[src/rtl/cfg3w_pkg.sv]
package cfg3w_pkg;

    localparam int CFG_BITS = 23;

    // field positions: decoded by the transmitter, so fixed
    localparam int A_LSB   = 0;
    localparam int A_W     = 3;
    localparam int M_LSB   = 3;
    localparam int M_W     = 7;
    localparam int BIAS_B  = 10;
    localparam int CPH_B   = 11;
    localparam int TRI_B   = 12;
    localparam int ATT_LSB = 13;
    localparam int ATT_W   = 6;
    localparam int RSV_LSB = 19;
    localparam int RSV_W   = 3;
    localparam int DSP_B   = 22;

    typedef struct packed {
        logic [A_W-1:0]   pre_a;
        logic [M_W-1:0]   fb_m;
        logic             bias_on;
        logic             cp_high;
        logic             tri_off;
        logic [ATT_W-1:0] atten;
        logic             dsp_off;
    } cfg_t;

    typedef enum logic [1:0] {
        ST_IDLE  = 2'd0,
        ST_SHIFT = 2'd1,
        ST_JUDGE = 2'd2
    } rx_state_t;

endpackage

[src/rtl/cfg3w_sync.sv]
module cfg3w_sync #(
    parameter int WIDTH  = 3,
    parameter int STAGES = 2
) (
    input  logic             clk,
    input  logic             rst_n,
    input  logic [WIDTH-1:0] din,
    output logic [WIDTH-1:0] dout
);
    logic [WIDTH-1:0] stg [STAGES];

    always_ff @(posedge clk or negedge rst_n) begin
        if (!rst_n) stg[0] <= '0;
        else        stg[0] <= din;
    end

    for (genvar g = 1; g < STAGES; g++) begin : g_stage
        always_ff @(posedge clk or negedge rst_n) begin
            if (!rst_n) stg[g] <= '0;
            else        stg[g] <= stg[g-1];
        end
    end

    assign dout = stg[STAGES-1];
endmodule

[src/rtl/cfg3w_decode.sv]
module cfg3w_decode
    import cfg3w_pkg::*;
#(
    parameter int A_MAX   = 5,
    parameter int M_MIN   = 41,
    parameter int M_MAX   = 103,
    parameter int ATT_MAX = 40
) (
    input  logic [CFG_BITS-1:0] word,
    output cfg_t                fields,
    output logic                legal
);
    logic [RSV_W-1:0] rsv;

    always_comb begin
        fields.pre_a   = word[A_LSB +: A_W];
        fields.fb_m    = word[M_LSB +: M_W];
        fields.bias_on = word[BIAS_B];
        fields.cp_high = word[CPH_B];
        fields.tri_off = word[TRI_B];
        fields.atten   = word[ATT_LSB +: ATT_W];
        fields.dsp_off = word[DSP_B];
        rsv            = word[RSV_LSB +: RSV_W];
        legal = (int'(fields.pre_a) <= A_MAX)
             && (int'(fields.fb_m)  >= M_MIN)
             && (int'(fields.fb_m)  <= M_MAX)
             && (int'(fields.atten) <= ATT_MAX)
             && (rsv == '0);
    end
endmodule

[src/rtl/cfg3w_rx_fsm.sv]
module cfg3w_rx_fsm
    import cfg3w_pkg::*;
#(
    parameter int WORD_BITS = CFG_BITS
) (
    input  logic                 clk,
    input  logic                 rst_n,
    input  logic                 sclk_s,
    input  logic                 sdat_s,
    input  logic                 sen_s,
    input  logic                 legal,
    output logic [WORD_BITS-1:0] shreg,
    output logic                 commit,
    output logic                 reject
);
    localparam int CNT_MAX = WORD_BITS + 1;
    localparam int CNT_W   = $clog2(CNT_MAX + 1);

    rx_state_t        state, state_nx;
    logic             sclk_d;
    logic             fall;
    logic [CNT_W-1:0] cnt;
    logic             full;

    assign fall = sclk_d & ~sclk_s;
    assign full = (cnt == CNT_W'(WORD_BITS));

    // state register
    always_ff @(posedge clk or negedge rst_n) begin
        if (!rst_n) state <= ST_IDLE;
        else        state <= state_nx;
    end

    always_comb begin
        state_nx = state;
        unique case (state)
            ST_IDLE:  if (sen_s)  state_nx = ST_SHIFT;
            ST_SHIFT: if (!sen_s) state_nx = ST_JUDGE;
            ST_JUDGE: state_nx = ST_IDLE;
            default:  state_nx = ST_IDLE;
        endcase
    end

    // datapath: edge history, counter, shift register
    always_ff @(posedge clk or negedge rst_n) begin
        if (!rst_n) begin
            sclk_d <= 1'b0;
            cnt    <= '0;
            shreg  <= '0;
        end else begin
            sclk_d <= sclk_s;
            if (state == ST_IDLE && sen_s) begin
                cnt <= '0;
            end else if (state == ST_SHIFT && sen_s && fall) begin
                shreg <= {sdat_s, shreg[WORD_BITS-1:1]};
                if (cnt != CNT_W'(CNT_MAX)) cnt <= cnt + 1'b1;
            end
        end
    end

    // outputs of the state machine
    always_comb begin
        commit = 1'b0;
        reject = 1'b0;
        unique case (state)
            ST_IDLE:  ;
            ST_SHIFT: ;
            ST_JUDGE: begin
                commit = full & legal;
                reject = full & ~legal;
            end
            default:  ;
        endcase
    end

    AST_CNT_BOUND: assert property (@(posedge clk) disable iff (!rst_n)
        cnt <= CNT_W'(CNT_MAX));
    AST_ONE_ACTION: assert property (@(posedge clk) disable iff (!rst_n)
        $onehot0({commit, reject}));
    AST_IDLE_NO_CAPTURE: assert property (@(posedge clk) disable iff (!rst_n)
        (state == ST_IDLE && !sen_s) |=> $stable(shreg));
endmodule

[src/rtl/cfg3w_top.sv]
module cfg3w_top
    import cfg3w_pkg::*;
#(
    parameter int SYNC_STAGES = 2,
    parameter int A_MAX       = 5,
    parameter int M_MIN       = 41,
    parameter int M_MAX       = 103,
    parameter int ATT_MAX     = 40
) (
    input  logic             clk,
    input  logic             rst_n,
    input  logic             ser_clk,
    input  logic             ser_dat,
    input  logic             ser_en,
    output logic [A_W-1:0]   pre_a,
    output logic [M_W-1:0]   fb_m,
    output logic             bias_on,
    output logic             cp_high,
    output logic             pump_tri_off,
    output logic [ATT_W-1:0] atten_db,
    output logic             dsp_off,
    output logic             unconfigured,
    output logic             word_err
);
    localparam int   IN_W    = 3;
    localparam cfg_t CFG_RST = '{pre_a: '0, fb_m: '0, bias_on: 1'b0,
                                 cp_high: 1'b0, tri_off: 1'b0,
                                 atten: '0, dsp_off: 1'b1};

    logic [IN_W-1:0]     sync_q;
    logic [CFG_BITS-1:0] shreg;
    cfg_t                dec, cfg_q;
    logic                legal, commit, reject;

    cfg3w_sync #(.WIDTH(IN_W), .STAGES(SYNC_STAGES)) u_sync (
        .clk(clk), .rst_n(rst_n),
        .din({ser_en, ser_dat, ser_clk}), .dout(sync_q)
    );

    cfg3w_rx_fsm #(.WORD_BITS(CFG_BITS)) u_fsm (
        .clk(clk), .rst_n(rst_n),
        .sclk_s(sync_q[0]), .sdat_s(sync_q[1]), .sen_s(sync_q[2]),
        .legal(legal), .shreg(shreg), .commit(commit), .reject(reject)
    );

    cfg3w_decode #(.A_MAX(A_MAX), .M_MIN(M_MIN), .M_MAX(M_MAX),
                   .ATT_MAX(ATT_MAX)) u_dec (
        .word(shreg), .fields(dec), .legal(legal)
    );

    always_ff @(posedge clk or negedge rst_n) begin
        if (!rst_n) begin
            cfg_q        <= CFG_RST;
            unconfigured <= 1'b1;
            word_err     <= 1'b0;
        end else if (commit) begin
            cfg_q        <= dec;
            unconfigured <= 1'b0;
            word_err     <= 1'b0;
        end else if (reject) begin
            word_err     <= 1'b1;
        end
    end

    assign pre_a        = cfg_q.pre_a;
    assign fb_m         = cfg_q.fb_m;
    assign bias_on      = cfg_q.bias_on;
    assign cp_high      = cfg_q.cp_high;
    assign pump_tri_off = cfg_q.tri_off;
    assign atten_db     = cfg_q.atten;
    assign dsp_off      = cfg_q.dsp_off;

    AST_SAFE_UNCONFIG: assert property (@(posedge clk) disable iff (!rst_n)
        unconfigured |-> (dsp_off && !bias_on));
    AST_HOLD_NO_COMMIT: assert property (@(posedge clk) disable iff (!rst_n)
        !commit |=> $stable(cfg_q));
    AST_COMMIT_LEGAL: assert property (@(posedge clk) disable iff (!rst_n)
        commit |=> (int'(pre_a) <= A_MAX && int'(fb_m) >= M_MIN
                    && int'(fb_m) <= M_MAX && int'(atten_db) <= ATT_MAX));
    AST_ERR_CLEAR: assert property (@(posedge clk) disable iff (!rst_n)
        commit |=> !word_err);
    AST_ERR_SET: assert property (@(posedge clk) disable iff (!rst_n)
        reject |=> word_err);
endmodule

[config.mk]
export PLATFORM = sky130hd
export DESIGN_NAME = cfg3w_top
export DESIGN_NICKNAME = d
export VERILOG_FILES = /design/src/rtl/cfg3w_pkg.sv /design/src/rtl/cfg3w_sync.sv /design/src/rtl/cfg3w_decode.sv /design/src/rtl/cfg3w_rx_fsm.sv /design/src/rtl/cfg3w_top.sv
export SDC_FILE = /design/constraint.sdc
export NUM_CORES = 1
export LEC_CHECK = 0
export ABC_CLOCK_PERIOD_IN_PS = 5930
export CORE_MARGIN = 8
export CORE_UTILIZATION = 41
export DETAILED_ROUTE_END_ITERATION = 10
export PLACE_DENSITY_LB_ADDON = 0.15
export RECOVER_POWER = 25
export SLEW_MARGIN = 30
export SYNTH_ARGS = -nofsm -noshare
export SYNTH_HDL_FRONTEND = slang
export SYNTH_SLANG_ARGS = --single-unit
[constraint.sdc]
create_clock -name clk -period 5.93 [get_ports clk]
set_input_delay 0.8895 -clock clk [delete_from_list [all_inputs] [get_ports clk]]
set_output_delay 0.8895 -clock clk [all_outputs]
set_load 0.005 [all_outputs]
==> After elaboration in Yosys (flattened, before gate mapping) <==
Cells that the tools add are included.
{ "word_totals": {"output_inout_bits": 22, "word_cells": 57, "reg_bits": 59} }
{ "op_classes": {"reduce_logical": 15, "n_lt_le_gt_ge": 4, "n_addsub": 1, "muxes": 10, "bitwise": 6, "eq_ne": 6} }
{ "ops": {"columns": ["operator", "count"], "rows": [
  ["5-bit two-way mux", 3],
  ["7-bit by 6-bit greater-or-equal comparator with 1-bit output, second input constant", 1],
  ["7-bit less-or-equal comparator, second input constant", 1],
  ["1-bit logical AND", 7],
  ["6-bit less-or-equal comparator, second input constant", 1],
  ["2-bit AND reduction", 3],
  ["2-bit nonzero test", 3],
  ["5-bit by 1-bit adder with 5-bit output, second input constant", 1],
  ["5-bit == test, second input constant", 1],
  ["5-bit inequality test, second input constant", 1],
  ["1-bit two-way mux", 4],
  ["2-bit two-way mux", 2],
  ["2-bit inequality test, second input constant", 2],
  ["2-bit one-hot mux with 2 select lines", 1],
  ["1-bit AND", 3],
  ["3-bit less-or-equal comparator, second input constant", 1],
  ["3-bit logical NOT", 1],
  ["1-bit NOT", 3],
  ["2-bit by 1-bit == test with 1-bit output, second input constant", 1],
  ["2-bit == test, second input constant", 1],
  ["2-bit logical NOT", 1]
]} }

==> Depth between registers and ports, before layout <==
Gate-level depths: netlist (run 1).
{ "depth": {"ltp_word": 10, "depth_mapped": 6, "mapped_depth_nobuf": 6} }

==> Modules after synthesis <==
From an unflattened synthesis (run 1), not the netlist that was laid out.
{ "unflattened": {"hier_cells": 176, "hier_area_um2": 2615.0} }
{ "by_module_without_submodules": {"columns": ["module", "area_per_inst_um2", "seq_area_each_um2", "n_inst", "cells_per_inst"], "rows": [
  ["cfg3w_rx_fsm", 1411.4, 775.7, 1, 93],
  ["cfg3w_top", 817.0, 553.0, 1, 46],
  ["cfg3w_decode", 214.0, 0.0, 1, 28],
  ["cfg3w_sync", 172.7, 150.1, 1, 9]
]} }

==> Least setup slack after synthesis (run 1) <==
No wires, ideal clock.
{ "synth_path": {"kind": "register -> register", "start": "reg u_fsm.shreg[7]", "end": "reg cfg_q, in the netlist atten_db[3]", "required_time_ns": 5.805, "stages_incl_launch_ff": 6, "t_arrival_ns": 1.764, "setup_ns": 0.125, "setup_slack_ns": 4.041, "path_buffers": 1, "synth_period_minus_slack_ns": 1.889, "path_cell_list": "dfrtp_1 > o21ai_2 > or3_4 > a2111oi_4 > buf_6 > mux2_2"} }
{ "synth_between": {"elab_chain_cells": 7} }
{ "synth_rtl": {"columns": ["element", "line", "rtl"], "rows": [
  ["start, declared", "cfg3w_rx_fsm.sv:12", "output logic [WORD_BITS-1:0] shreg,"],
  ["start signal, assigned", "cfg3w_rx_fsm.sv:55", "shreg <= {sdat_s, shreg[WORD_BITS-1:1]};"],
  ["7-bit by 6-bit greater-or-equal comparator with 1-bit output", "cfg3w_decode.sv:25", "&& (int'(fields.fb_m) >= M_MIN)"],
  ["1-bit logical AND", "cfg3w_decode.sv:25", null],
  ["1-bit logical AND (*)", "cfg3w_decode.sv:26", "&& (int'(fields.fb_m) <= M_MAX)"],
  ["1-bit logical AND (*)", "cfg3w_decode.sv:27", "&& (int'(fields.atten) <= ATT_MAX)"],
  ["1-bit logical AND (*)", "cfg3w_decode.sv:28", "&& (rsv == '0);"],
  ["1-bit AND (*)", "cfg3w_rx_fsm.sv:69", "commit = full & legal;"],
  ["1-bit two-way mux (*)", "cfg3w_rx_fsm.sv:65", "unique case (state)"],
  ["end signal, assigned", "cfg3w_top.sv:53", "cfg_q <= CFG_RST;"],
  ["end signal, assigned", "cfg3w_top.sv:57", "cfg_q <= dec;"],
  ["end, declared", "cfg3w_top.sv:32", "cfg_t dec, cfg_q;"]
]} }
Every way passes the cells marked *; elsewhere a longest branch is shown, timed or not.
A chain may end at the register's enable or synchronous reset.

==> key figures, run 1 <==
Die
  – Site Rows: 27
  – Num ports: 27
  – Initial Util: 0.4214
  – Die X: around 90 um
  – Core Area: 5473 sq um
  – Die area: 8280 sq um
  – Height of the die: 91.00 um

Synthesis
  – Ranking of synthesized cells by area: dfrtp_1, mux2_2, dfstp_2, a2111oi_4, and4bb_2
  – Syn avg cell area: 15.27 sq um
  – Post-Syn Nets: 158
  – Synth cell types: 30
  – Post-Synthesis Cell Area: 2306 sq um
  – Yosys warning count: 0
  – Synth area leader: dfrtp_1
  – Cell count after synthesis: between 150 and 200
  – Synthesized flop and latch total: 59
  – Register area share after synthesis: 0.6413
  – Async set-reset flop share out of synthesis: 1.000
  – Post-synth EDFFs: 0
  – Top_reg_cell synth: dfrtp_1
  – Area share of the largest cell type after synthesis: 0.6186

STA
  – Final worst path period share: 0.5626
  – Skew final: 0.004717 ns
  – FMAX: 0.2997 GHz
  – Worst-Margin Slew: 3.000 ns
  – TNS Setup: 0 ns
  – RSZ-0062 raised after global routing: no
  – Fin. Hold Viols: 0
  – Final min period: approximately 3.3 ns
  – Final slew viol count: 60
  – Slew Limit Headroom: -0.9998
  – Final setup vio count: 0

Layout
  – Design Area, Final: between 2000 and 3000 sq um
  – Final nets: 193
  – Layout cell share with drive strength beyond 1: 0.3298
  – Final Non-Filler Cells: 263
  – Ant diodes: 0
  – Area delta synth->final: 22.41%
  – Core Util, Final: 0.5158

Pwr
  – Comb power frac: 0.043
  – Sequential power share: 0.529
  – Peak supply drop: 0.1335 mV
  – Switch Pwr: approximately 170 uW
  – Pint: 637.0 uW
  – Switch share: 0.2082
  – Leakage: 1.331 nW
  – Power Density: 285.0 nW/um^2
  – Clk pwr share: 0.427

Routing
  – Pre-Repair DR Iteration Count: 4
  – DRC viols: 0
  – DR vias/cell: 4.962
  – Routed wire length: 3.801 mm
  – Post-DRT Antenna Nets: 0
  – Wirelength per Cell: 14.45 um
  – Initial DRC Count: 62
  – Via count: roughly 1300

Worst setup path
  – CP endpoint kind: asynchronous set/reset pin
  – CP bufs+invs: 2
  – Worst stage delay on the critical path: 2.10 ns
  – CP Launch Type: input pin
  – Critical path required time: around 5.7 ns
  – Arr. time, crit path: 3.10 ns
  – Critical path peak fanout: 59
  – CP max stage cell: clkbuf_1
  – Top cell family by delay on the critical path: buffers and inverters
  – Kind of critical path: input pin to asynchronous set/reset pin
  – Worst-path cell chain: buf_2, clkbuf_1

Worst hold path
  – Type of the most critical hold path: flop to flop

Global route
  – GR Overflow Total: 0
  – Initial antenna violation count: 0
  – Largest net degree at the start of global routing: 60
  – Number of global-route vias before repair: around 1500
  – All-Layer GR Usage: 0.1044
  – First-pass GRT wire length: 6.817 mm

CTS
  – Clk_lat worst skew: 0.32 ns
  – Post-CTS sizing: 0
  – Maximum root-to-sink buffer count: 2
  – TritonCTS buffer count: 9
  – CTS Sinks: roughly 60
  – # hold bufs at CTS: 0
  – Clock transition at path regs: 0.06 ns
  – Clk root buf: clkbuf_8
  – Post-CTS Setup Bufs: 0
  – CTS tree: built
  – Htree depth: 3

Placed design
  – Port Buffers: 26
  – Post-DP HPWL: 2.532 mm
  – Inst Count DP: 247
  – GP Congestion: 0.7867
  – Placement Cell Area: 2639 sq um

Job
  – Max Cap Violations: 1

Status
  – Status: finished, violations left
  – Violated checks: capacitance limit, slew limit
sequential cells by signal (all words and copies together), names as in the netlist:
signal and count:
bias_on 1, pump_tri_off 1, u_fsm.cnt 5, word_err 1, u_fsm.sclk_d 1, u_sync.dout 3, u_sync.stg 3, fb_m 7
cp_high 1, atten_db 6, u_fsm.state 2, unconfigured 1, dsp_off 1, u_fsm.shreg 23, pre_a 3
stage by stage:
step	power, mW	hold WS (ns)	setup WS, ns
floorplan	0.4522	0.3312	4.041
global placement	0.4678	0.3321	3.906
detailed placement	0.4701	0.3379	3.856
CTS	0.8237	0.3515	3.666
global route	0.8439	0.3549	1.940
finish	0.8044	0.3483	2.594
logic make-up after synthesis:
kind of cell | after synthesis | share of synthesized area
adders and majority gates | 2 | 0.01085
DFF | 59 | 0.6413
muxes | 43 | 0.2094
xor gates and xnor gates | 3 | 0.01140
buffers and inverters | 9 | 0.02116
and+or+nand+nor | 27 | 0.07325
AOI/OAI and AO/OA | 8 | 0.03256
power groups by stage:
stage	Combinational, mW	Sequential (mW)	Clock, mW
floorplan	0.0227	0.429	0
global placement	0.0358	0.432	0
detailed placement	0.0370	0.433	0
CTS	0.0373	0.426	0.361
global route	0.0402	0.428	0.376
finish	0.0350	0.426	0.344
final cells by class:
cell class                      instances  area (sq um)
Clock buffer                           14         152.6
Clock inverter                          2         35.03
Fill cell                             472          2650
Inverter                                5         18.77
Multi-Input combinational cell         83         780.7
Sequential cell                        59          1479
Tap cell                               72         90.09
Timing Repair Buffer                   28         266.5
per-layer routing:
| metal | global-route usage | share of wire |
|---|---|---|
| met4 | 0.06412 | 0.017 |
| met3 | 0.04609 | 0.044 |
| met2 | 0.1699 | 0.50 |
| met1 | 0.1093 | 0.43 |
| met5 | 0 | 0 |
synth_stat cells, types with 2 or more instances:
cell type / number
a21oi_1: 2
and3_1: 2
and4bb_2: 2
buf_6: 2
dfrtp_1: 57
dfstp_2: 2
ha_1: 2
inv_1: 5
mux2_2: 41
nand2_1: 2
nand3_1: 4
nor2_1: 6
nor2b_1: 3
nor4_1: 3
o21ai_0: 2
xor2_1: 2
final timing paths:
path / startpoint / endpoint / slack (ns) / depth (start not counted)
min: u_sync.stg[3]$_DFF_PN0_ / u_sync.dout[0]$_DFF_PN0_ / 0.35 / 0
max in group clk: dsp_off$_DFFE_PN1P_ / dsp_off / 3.70 / 1
max: rst_n / u_sync.dout[1]$_DFF_PN0_ / 2.59 / 2
min in group asynchronous: rst_n / u_fsm.cnt[2]$_DFFE_PN0P_ / 1.63 / 2
min reg2reg: u_sync.stg[3]$_DFF_PN0_ / u_sync.dout[0]$_DFF_PN0_ / 0.35 / 0
max reg2reg: u_fsm.shreg[8]$_DFFE_PN0P_ / pre_a[2]$_DFFE_PN0P_ / 3.86 / 5
placed cells by master (no fill, tap or decap), types with 3 or more instances in the layout:
master           instances
dfrtp_1                 57
mux2_2                  41
clkdlybuf4s50_1         22
clkbuf_8                10
nor2_1                   6
inv_1                    5
clkbuf_1                 5
nand3_1                  4
nor4_1                   3
nor2b_1                  3
dlygate4sd3_1            3
Note: power is estimated with default switching activity, not from simulation.
==> run 2: changes to the inputs <==
ABC_CLOCK_PERIOD_IN_PS = 3400   (was 5930)
clock period = 3.4 ns   (was 5.93 ns; I/O delays follow)
==> key figures, run 2 (same netlist as run 1, synthesis figures left out) <==
Routing
  – Routed wire length: 3.888 mm (+2.3%)
  – DRC viols: 0 (unchanged)
  – Initial DRC Count: 39 (-37%)
  – DR vias/cell: 4.905 (-1.1%)
  – Via count: 1290 (-1.1%)
  – Pre-Repair DR Iteration Count: 3 (-1)
  – Wirelength per Cell: 14.78 um (+2.3%)
  – Post-DRT Antenna Nets: 0 (unchanged)

CTS
  – CTS tree: built
  – Clk root buf: clkbuf_8
  – Clock transition at path regs: 0.07 ns (about the same)
  – TritonCTS buffer count: 9 (unchanged)
  – Post-CTS Setup Bufs: 0 (unchanged)
  – Maximum root-to-sink buffer count: 2 (unchanged)
  – Clk_lat worst skew: 0.33 ns (about the same)
  – Htree depth: 3 (unchanged)
  – # hold bufs at CTS: 0 (unchanged)
  – Post-CTS sizing: 0 (unchanged)
  – CTS Sinks: 59 (unchanged)

Layout
  – Ant diodes: 0 (unchanged)
  – Commonest non-fill, non-tap cell in the layout: dfrtp_1
  – Layout cell share with drive strength beyond 1: 0.3560 (+0.02618)
  – Final Non-Filler Cells: 263 (unchanged)
  – Fill count: 488 (+3.4%)
  – Commonest cells after routing, fill and taps aside: dfrtp_1, mux2_2, clkdlybuf4s50_1, clkbuf_8, nor2_1
  – Biggest register: u_fsm.shreg
  – Max FFs per register: 23 (unchanged)
  – Area delta synth->final: 23.60%
  – Core Util, Final: 0.5208 (+0.005030)
  – Final nets: 193 (unchanged)

Global route
  – Initial antenna violation count: 0 (unchanged)
  – All-Layer GR Usage: 0.1049 (+0.0005526)
  – First-pass GRT wire length: 6.879 mm (+0.91%)
  – GR Overflow Total: 0 (unchanged)
  – Largest net degree at the start of global routing: 40 (-33%)
  – Number of global-route vias before repair: 1449 (-1.4%)

Status
  – Violated checks: capacitance limit, slew limit
  – Status: finished, violations left

STA
  – TNS Setup: 0 ns (unchanged)
  – Final worst path period share: 0.6132
  – Fin. Hold Viols: 0 (unchanged)
  – Final setup vio count: 0 (unchanged)
  – Slew Limit Headroom: -0.3446 (+0.6552)
  – Final slew viol count: 40 (-33%)
  – Final min period: roughly 2.1 ns
  – Skew final: 0.006302 ns (+0.001585 ns)
  – FMAX: 0.4796 GHz
  – Hold slack: 0.3483 ns (-0.000006000 ns)
  – Worst-Margin Slew: 2.017 ns (-0.9828 ns)
  – RSZ-0062 raised after global routing: no

Pwr
  – Peak supply drop: 0.2206 mV (+65%)
  – Power Density: 512.2 nW/um^2 (+80%)
  – Leakage: 1.343 nW (+0.89%)
  – Design Power: 1.460 mW (+81%)

Worst setup path
  – CP max stage cell: dfrtp_1
  – Top cell family by delay on the critical path: compound AO/OA/AOI/OAI gates
  – Arr. time, crit path: 2.29 ns (-0.81 ns)
  – WP depth: 5 (+3)
  – CP Launch Type: flop
  – Worst stage delay on the critical path: 0.41 ns (-1.69 ns)
  – Worst Reg-to-Reg Cells: 5 (unchanged)
  – Critical path required time: 3.61 ns (-2.09 ns)
  – Kind of critical path: flop to flop
  – Critical path peak fanout: 21 (-64%)
  – Worst-path cell chain: o21ai_2, or3_4, a2111oi_4, buf_4, mux2_2
  – CP endpoint kind: flop
  – CP bufs+invs: 1 (-1)

Placed design
  – Port Buffers: 26 (unchanged)
  – GP Congestion: 0.7836 (-0.39%)
  – Post-DP HPWL: 2.637 mm (+4.2%)
  – Inst Count DP: 247 (unchanged)

Die
  – Die area: 8280 sq um (unchanged)
  – Site Rows: 27 (unchanged)
  – Initial Util: 0.4214 (unchanged)
  – Height of the die: 91.00 um (unchanged)
  – Core Area: 5473 sq um (unchanged)
  – Num ports: 27 (unchanged)
  – Die X: 91.00 um (unchanged)

Worst hold path
  – Type of the most critical hold path: flop to flop
  – Hold Path Depth: 0 (unchanged)

Job
  – Max Cap Violations: 1 (unchanged)
==> run 2: cell count changes in the layout (fill, tap and decap cells not counted) <==
cell        previous run  this run
clkinv_2               1         2
clkbuf_1               5         1
buf_2                  1         0
clkinvlp_4             0         1
and4bb_1               1         0
buf_4                  1         2
clkbuf_8              10        12
and4bb_2               1         2
==> run 2: per-stage QoR <==
stage	area [sq um]	setup slack, ns
final	2850	1.315
after global routing	2850	1.056
after CTS	2851	1.308
after detailed placement	2639	1.320
after global placement	2636	1.373
after floorplan	2306	1.511
==> run 2: layout make-up <==
cell class | count | area [sq um] | area share
clock buffers | 12 | 165.2 | 0.05795
clock inverters | 4 | 47.55 | 0.01668
inverters | 5 | 18.77 | 0.006585
multi-input cells | 83 | 780.7 | 0.2739
flip-flops and latches | 59 | 1479 | 0.5189
well taps | 72 | 90.09 | 0.03161
repair buffers | 28 | 269.0 | 0.09438
==> run 2: power by group <==
group	switching [mW]	internal, mW	total [mW]
sequential	0.0164	0.725	0.742
clock	0.261	0.396	0.656
combinational	0.0347	0.0273	0.0620
==> run 2: final timing paths <==
check,from,endpoint,slack (ns)
max,u_fsm.shreg[7]$_DFFE_PN0P_,atten_db[0]$_DFFE_PN0P_,1.31
min,u_sync.stg[4]$_DFF_PN0_,u_sync.dout[1]$_DFF_PN0_,0.35
max reg2reg,u_fsm.shreg[7]$_DFFE_PN0P_,atten_db[0]$_DFFE_PN0P_,1.31
min reg2reg,u_sync.stg[4]$_DFF_PN0_,u_sync.dout[1]$_DFF_PN0_,0.35
max in group asynchronous,rst_n,u_fsm.shreg[12]$_DFFE_PN0P_,1.46
min in group asynchronous,rst_n,u_fsm.cnt[2]$_DFFE_PN0P_,0.75
==> run 2: worst reg2reg max path: stages, from the launching register on <==
cell	delay, ns
dfrtp_1	0.41
o21ai_2	0.09
or3_4	0.40
a2111oi_4	0.34
buf_4	0.34
mux2_2	0.38
==> run 2: routing by layer <==
layer / up-vias / routed length, um / GRT usage
met4: 0 / 77 / 0.05321
met1: 654 / 1674 / 0.1134
li1: 607 / - / -
met3: 7 / 210 / 0.05021
met2: 22 / 1925 / 0.1687
met5: - / 0 / 0
